===== src/rtl/pdp_pkg.sv =====
package pdp_pkg;

    // Grid geometry; both dimensions must be even
    localparam int GRID_ROWS = 8;
    localparam int GRID_COLS = 8;

    localparam int DATA_W    = GRID_ROWS * GRID_COLS;
    localparam int PAIRS     = GRID_COLS / 2;
    localparam int DIAGS     = GRID_ROWS + PAIRS - 1;
    localparam int CHECK_W   = GRID_ROWS + GRID_COLS + DIAGS;
    localparam int CODE_W    = DATA_W + CHECK_W;

    // Codeword layout, most significant field first
    typedef struct packed {
        logic [DIAGS-1:0]     diag;
        logic [GRID_COLS-1:0] col;
        logic [GRID_ROWS-1:0] row;
        logic [DATA_W-1:0]    data;
    } codeword_t;

    // Diagonal that holds the bit at (r, c), counted from the top-right pair
    function automatic int diag_of(input int r, input int c, input int pairs);
        return r - (c / 2) + pairs - 1;
    endfunction

endpackage


===== src/rtl/pdp_line_parity.sv =====
module pdp_line_parity #(
    parameter int ROWS = pdp_pkg::GRID_ROWS,
    parameter int COLS = pdp_pkg::GRID_COLS,
    localparam int DW  = ROWS * COLS
) (
    input  logic [DW-1:0]   data,
    output logic [ROWS-1:0] row_par,
    output logic [COLS-1:0] col_par
);

    for (genvar r = 0; r < ROWS; r++) begin : g_row
        assign row_par[r] = ^data[r*COLS +: COLS];
    end

    for (genvar c = 0; c < COLS; c++) begin : g_col
        always_comb begin
            logic acc;
            acc = 1'b0;
            for (int r = 0; r < ROWS; r++) begin
                acc = acc ^ data[r*COLS + c];
            end
            col_par[c] = acc;
        end
    end

endmodule


===== src/rtl/pdp_diag_parity.sv =====
module pdp_diag_parity #(
    parameter int ROWS = pdp_pkg::GRID_ROWS,
    parameter int COLS = pdp_pkg::GRID_COLS,
    localparam int DW  = ROWS * COLS,
    localparam int NP  = COLS / 2,
    localparam int ND  = ROWS + NP - 1
) (
    input  logic [DW-1:0] data,
    output logic [ND-1:0] diag_par
);

    for (genvar d = 0; d < ND; d++) begin : g_diag
        always_comb begin
            logic acc;
            acc = 1'b0;
            for (int r = 0; r < ROWS; r++) begin
                for (int c = 0; c < COLS; c++) begin
                    if (pdp_pkg::diag_of(r, c, NP) == d) begin
                        acc = acc ^ data[r*COLS + c];
                    end
                end
            end
            diag_par[d] = acc;
        end
    end

endmodule


===== src/rtl/pdp_out_stage.sv =====
module pdp_out_stage #(
    parameter int  W          = pdp_pkg::CODE_W,
    parameter bit  REGISTERED = 1'b1
) (
    input  logic         clk,
    input  logic         rst,
    input  logic         in_valid,
    input  logic [W-1:0] in_code,
    output logic         out_valid,
    output logic [W-1:0] out_code
);

    if (REGISTERED) begin : g_reg
        always_ff @(posedge clk) begin
            if (rst) begin
                out_valid <= 1'b0;
            end else begin
                out_valid <= in_valid;
            end
        end

        always_ff @(posedge clk) begin
            if (in_valid && !rst) begin
                out_code <= in_code;
            end
        end


        reset_clears_valid_chk: assert property (@(posedge clk)
            rst |=> !out_valid);


        capture_sets_valid_chk: assert property (@(posedge clk) disable iff (rst)
            in_valid |=> (out_valid && out_code == $past(in_code)));


        idle_clears_valid_chk: assert property (@(posedge clk) disable iff (rst)
            !in_valid |=> !out_valid);


        idle_holds_code_chk: assert property (@(posedge clk) disable iff (rst)
            !in_valid |=> $stable(out_code));
    end else begin : g_comb
        assign out_valid = in_valid;
        assign out_code  = in_code;
    end

endmodule


===== src/rtl/pdp_encoder.sv =====
module pdp_encoder #(
    parameter bit REGISTERED = 1'b1
) (
    input  logic                       clk,
    input  logic                       rst,
    input  logic                       in_valid,
    input  logic [pdp_pkg::DATA_W-1:0] in_data,
    output logic                       out_valid,
    output logic [pdp_pkg::CODE_W-1:0] out_code
);
    import pdp_pkg::*;

    logic [GRID_ROWS-1:0] row_par;
    logic [GRID_COLS-1:0] col_par;
    logic [DIAGS-1:0]     diag_par;
    codeword_t            code;

    pdp_line_parity #(.ROWS(GRID_ROWS), .COLS(GRID_COLS)) line_i (
        .data    (in_data),
        .row_par (row_par),
        .col_par (col_par)
    );

    pdp_diag_parity #(.ROWS(GRID_ROWS), .COLS(GRID_COLS)) diag_i (
        .data     (in_data),
        .diag_par (diag_par)
    );

    always_comb begin
        code.data = in_data;
        code.row  = row_par;
        code.col  = col_par;
        code.diag = diag_par;
    end

    pdp_out_stage #(.W(CODE_W), .REGISTERED(REGISTERED)) out_i (
        .clk       (clk),
        .rst       (rst),
        .in_valid  (in_valid),
        .in_code   (code),
        .out_valid (out_valid),
        .out_code  (out_code)
    );

    // each family covers every data bit once, so the three
    // overall parities drawn from separate generators must agree
    families_agree_chk: assert property (@(posedge clk) disable iff (rst)
        (^row_par == ^col_par) && (^col_par == ^diag_par));

endmodule


===== config.mk =====
export PLATFORM = sky130hd
export DESIGN_NAME = pdp_encoder
export DESIGN_NICKNAME = d
export VERILOG_FILES = /design/src/rtl/pdp_pkg.sv /design/src/rtl/pdp_line_parity.sv /design/src/rtl/pdp_diag_parity.sv /design/src/rtl/pdp_out_stage.sv /design/src/rtl/pdp_encoder.sv
export SDC_FILE = /design/constraint.sdc
export NUM_CORES = 1
export LEC_CHECK = 0
export ABC_AREA = 1
export BUFFER_PORTS_ARGS = -buffer_cell sky130_fd_sc_hd__buf_2
export CORE_UTILIZATION = 51
export DETAILED_ROUTE_END_ITERATION = 6
export GPL_ROUTABILITY_DRIVEN = 0
export PLACE_DENSITY = 0.81
export SLEW_MARGIN = 20
export SYNTH_ARGS = -nofsm -noshare
export SYNTH_HDL_FRONTEND = slang
export SYNTH_SLANG_ARGS = --single-unit

===== constraint.sdc =====
create_clock -name clk -period 5 [get_ports clk]
set_clock_uncertainty 0.1 [all_clocks]
set_input_delay 0 -clock clk [delete_from_list [all_inputs] [get_ports clk]]
set_output_delay 0 -clock clk [all_outputs]
set_load 0.1 [all_outputs]

; ---- Word-level counts from Yosys, hierarchy flattened
; Index checks and enable logic that the tools add are counted.
[totals]
out_inout_bits = 92
in_bits = 67
reg_bits = 92
wordCells = 121
[classes]
bitwise = 109
reduce_logical = 10
[ops]
columns = op, count
row1 = bitwise XOR 1 bit, 109
row2 = parity 8 bit, 8
row3 = logical AND 1 bit, 1
row4 = zero test 1 bit, 1

; ---- Depth between registers and ports, before layout
[logic_depth]
depth_word = 7
depth_mapped = 9

; ---- Modules after synthesis
; Synthesis repeated with hierarchy kept, for this count alone.
[unflattened]
cells_unflattened = 602
area_unflattened_um2 = 5326.4
[modules_own_cells]
columns = module, cells_per_inst, n_inst, area_each_um2
row1 = pdp_out_stage, 95, 1, 2763.9
row2 = pdp_line_parity, 330, 1, 1697.9
row3 = pdp_diag_parity, 177, 1, 864.6

; ---- Least setup slack after synthesis
; No wires, ideal clock.
[synth_timing]
path_kind = input to register
from = input port in_valid
to = register out_i.out_code[0] (enable)
setup_time_ns = 0.544
path_buffers = 0
path_slack_ns = 0.482
arrival_time_ns = 3.874
stages = 2
required_time_ns = 4.356
path_cell_list = inv_1 -> nor2_1
[synth_via]
elab_chain_len = 1
[synth_lines]
columns = item, line_no
row1 = from (decl), pdp_encoder.sv:6  ; input logic in_valid,
row2 = logical AND 1 bit, pdp_out_stage.sv:23  ; if (in_valid && !rst) begin
row3 = to (signal assigned), pdp_out_stage.sv:24  ; out_code <= in_code;
row4 = to (decl), pdp_out_stage.sv:10  ; output logic [W-1:0] out_code
; Every way passes these cells.
; A chain may end at the register's enable or synchronous reset.

; ---- Worst setup path after layout
[layout_timing]
from = input port rst
to = register out_i.out_code[30] (enable)
[layout_via]
elab_chain_len = 2
[layout_lines]
columns = item, line_no
row1 = from (decl), pdp_encoder.sv:5  ; input logic rst,
row2 = zero test 1 bit, pdp_out_stage.sv:23
row3 = logical AND 1 bit, pdp_out_stage.sv:23
; Every way passes these cells.

==> qor.csv <==
stage,metric,value,unit
grt,antenna violations before repair,0,
clocking,number of gates resized after cts,0,
final_layout,"commonest non-fill, non-tap cells in the layout","nand2_1, buf_2, edfxtp_1",
pwr,Leak,0.003189,µW
route,WL final,12510,µm
timing,Tmin final,1.977,ns
critical_path,CP Buf/Inv Count,4,
clocking,Max H-tree Level,3,
timing,post-route setup TNS,0,ns
pwr,switching power,932.0,µW
route,Avg Vias per Cell,5.008,
grt,total congestion overflow,0,
critical_path,CP Cell Sequence,dlygate4sd3_1 > buf_2 > nor2_4 > buf_12 > buf_4,
route,WL/cell,14.82,µm
final_layout,nets,799,
final_layout,"commonest non-fill, non-tap cell in the layout",nand2_1,
synthesis,Mapped Nets,564,
clocking,Num CTS Buffers,9,
critical_path,critical path type,primary input to flip-flop,
final_layout,synthesis-to-layout area growth,38.90,%
synthesis,area share of the largest cell type after synthesis,57.72,%
route,Initial DRC Count,154,
timing,Max Fclk,0.5058,GHz
hold_path,hold worst-path end,out_i.out_code[1],
synthesis,Yosys cell types,13,
grt,largest net degree at the start of global routing,52,
timing,Slew HR,56.05,%
timing,worst setup margin,3.023,ns
synthesis,"Seq/Total Area, Yosys",58.14,%
pwr,internal power,1439,µW
critical_path,critical path arrival,1.87,ns
timing,Final Hold Vio Count,0,
placement,pre-CTS worst setup slack,2.780,ns
critical_path,"Max FO, Critical Path",51,
final_layout,diodes inserted,0,
synthesis,post-synthesis register bit count,92,
die,die area,9673,µm²
die,core area,8848,µm²
route,DR pass1 iterations,7,
timing,Slew @ Worst Pin,0.6592,ns
placement,PortBufs,158,
hold_path,worst hold start,in_valid,
route,Antenna Violating Nets Remaining,0,
pwr,power share of the sequential group,39.7,%
synthesis,YS warnings,0,
synthesis,Cells after Synth,497,
final_layout,share of cells above drive strength 1,23.64,%
hold_path,Hold Path Depth,3,
critical_path,Critical Path RT,4.89,ns
placement,DP HPWL,8305,µm
grt,vias in the first global route,4186,
route,Post-route DRC,13,
pwr,pwr/cell area,360.6,nW/µm²
run,max cap viols,0,
clocking,clock slew at reported path FFs,0.09,ns
clocking,clock tree buffer depth,2,
clocking,Num Clock Sinks,92,
synthesis,cells taking the most area after synthesis,"edfxtp_1, nand2_1, xnor2_1, xor2_1, inv_1",
clocking,Clock Root Buffer,clkbuf_8,
synthesis,Post-Syn Area,4735,µm²
timing,final setup vio count,0,
grt,Total GRT Usage,26.38,%
pwr,total power,2371,µW
timing,Final Max Slew Viols,0,
die,row cnt,34,
pwr,fraction of power consumed by the clock network,25.1,%
die,initial core utilization,53.51,%
run_status,outcome,"complete, but fails checks",
synthesis,dominant cell type by area after synthesis,edfxtp_1,
timing,hold_ws,0.01760,ns
hold_path,Min-Delay Path Class,primary input to flip-flop,
critical_path,nature of the critical path endpoint,flip-flop,
timing,period utilization,39.54,%
clocking,CTS tree,yes,
critical_path,startpoint types,primary input,
critical_path,"Max stage delay cell, worst path",buf_4,
pwr,Sw Share,39.30,%
critical_path,family with the most delay on the worst path,buffers and inverters,
die,die height,98.35,µm
route,vias,4227,
die,IO Count,159,
grt,first-pass GRT wire length,19640,µm
run_status,failing checks,design-rule violations,
timing,RSZ-0062 raised after global routing,false,
die,chip width,98.35,µm
pwr,Max VDD drop,0.1719,mV
synthesis,mean area per synthesized cell,9.526,µm²
critical_path,CP max stage delay,0.54,ns
pwr,Comb power frac,35.2,%
-- power groups by stage --
stage	clock network, µW	registers [µW]	logic [µW]
after floorplan	0	1390	196
after global placement	0	956	770
after detailed placement	0	957	784
after CTS	599	940	826
after global routing	631	945	880
final	596	940	835
-- how the worst max path moves through the flow --
stage / to / depth (start not counted) / slack (ns) / from
after floorplan: out_i.out_code[0] / 2 / 0.48 / in_valid
after global placement: out_i.out_code[7] / 3 / 2.88 / rst
after detailed placement: out_i.out_code[78] / 3 / 2.78 / rst
after CTS: out_i.out_code[75] / 4 / 2.60 / rst
after global routing: out_i.out_code[30] / 5 / 2.92 / rst
final: out_i.out_code[30] / 5 / 3.02 / rst
-- layer usage --
| metal | vias up | track usage (%) | part of all wire [%] | wire (µm) |
|---|---|---|---|---|
| met5 | - | 0 | 0 | 0 |
| met4 | 0 | 10.79 | 2.6 | 329 |
| met3 | 29 | 4.152 | 5.7 | 709 |
| met2 | 169 | 49.30 | 53 | 6568 |
| met1 | 1974 | 29.91 | 39 | 4897 |
| li1 | 2055 | - | - | - |
-- flip-flops by register name, indices dropped and copies added, names as in the netlist --
name,flops
out_i.out_code,91
out_i.out_valid,1
-- cell usage after synthesis --
library cell and instances:
clkbuf_2 1, dfxtp_1 1, nand2_1 204, nor2_1 13, nand4_1 5, buf_2 1
xnor2_1 45, o21ai_0 2, o21ai_1 1, nand3_1 38, edfxtp_1 91, inv_1 61
xor2_1 34
-- through the flow --
step                area, µm²  util (%)  std cells
floorplan                4735         -        497
global placement         5665     64.03        762
detailed placement       5665     64.03        762
CTS                      6556     74.10        843
global route             6576     74.32        844
finish                   6576     74.32        844
-- worst min-delay path: stages --
cell and delay [ns]:
buf_2 0.09, inv_1 0.10, nor2_4 0.10
-- area by class of cell --
| type | instances | area (µm²) |
|---|---|---|
| well taps | 108 | 135.1 |
| fillers | 628 | 2272 |
| clock buffers | 11 | 131.4 |
| flip-flops and latches | 92 | 2753 |
| inverters | 61 | 229.0 |
| multi-input cells | 342 | 1750 |
| repair buffers | 226 | 1479 |
| clock inverters | 4 | 98.84 |
-- cells by family (layout without fill, tap and decap cells) --
family,Yosys count,in the layout,share of synthesized area [%]
AO/OA/AOI/OAI,3,3,0.3170
AND/OR/NAND/NOR,260,260,21.88
XOR/XNOR,79,79,14.61
flip-flops,92,92,58.14
buffers and inverters,63,302,5.047
-- repair_timing --
item,CTS,global route
hold buffers,66,0
setup endpoints to repair,0,0
setup buffers,0,0
hold endpoints to repair,67,0
Power figures use the tool's default switching activity.
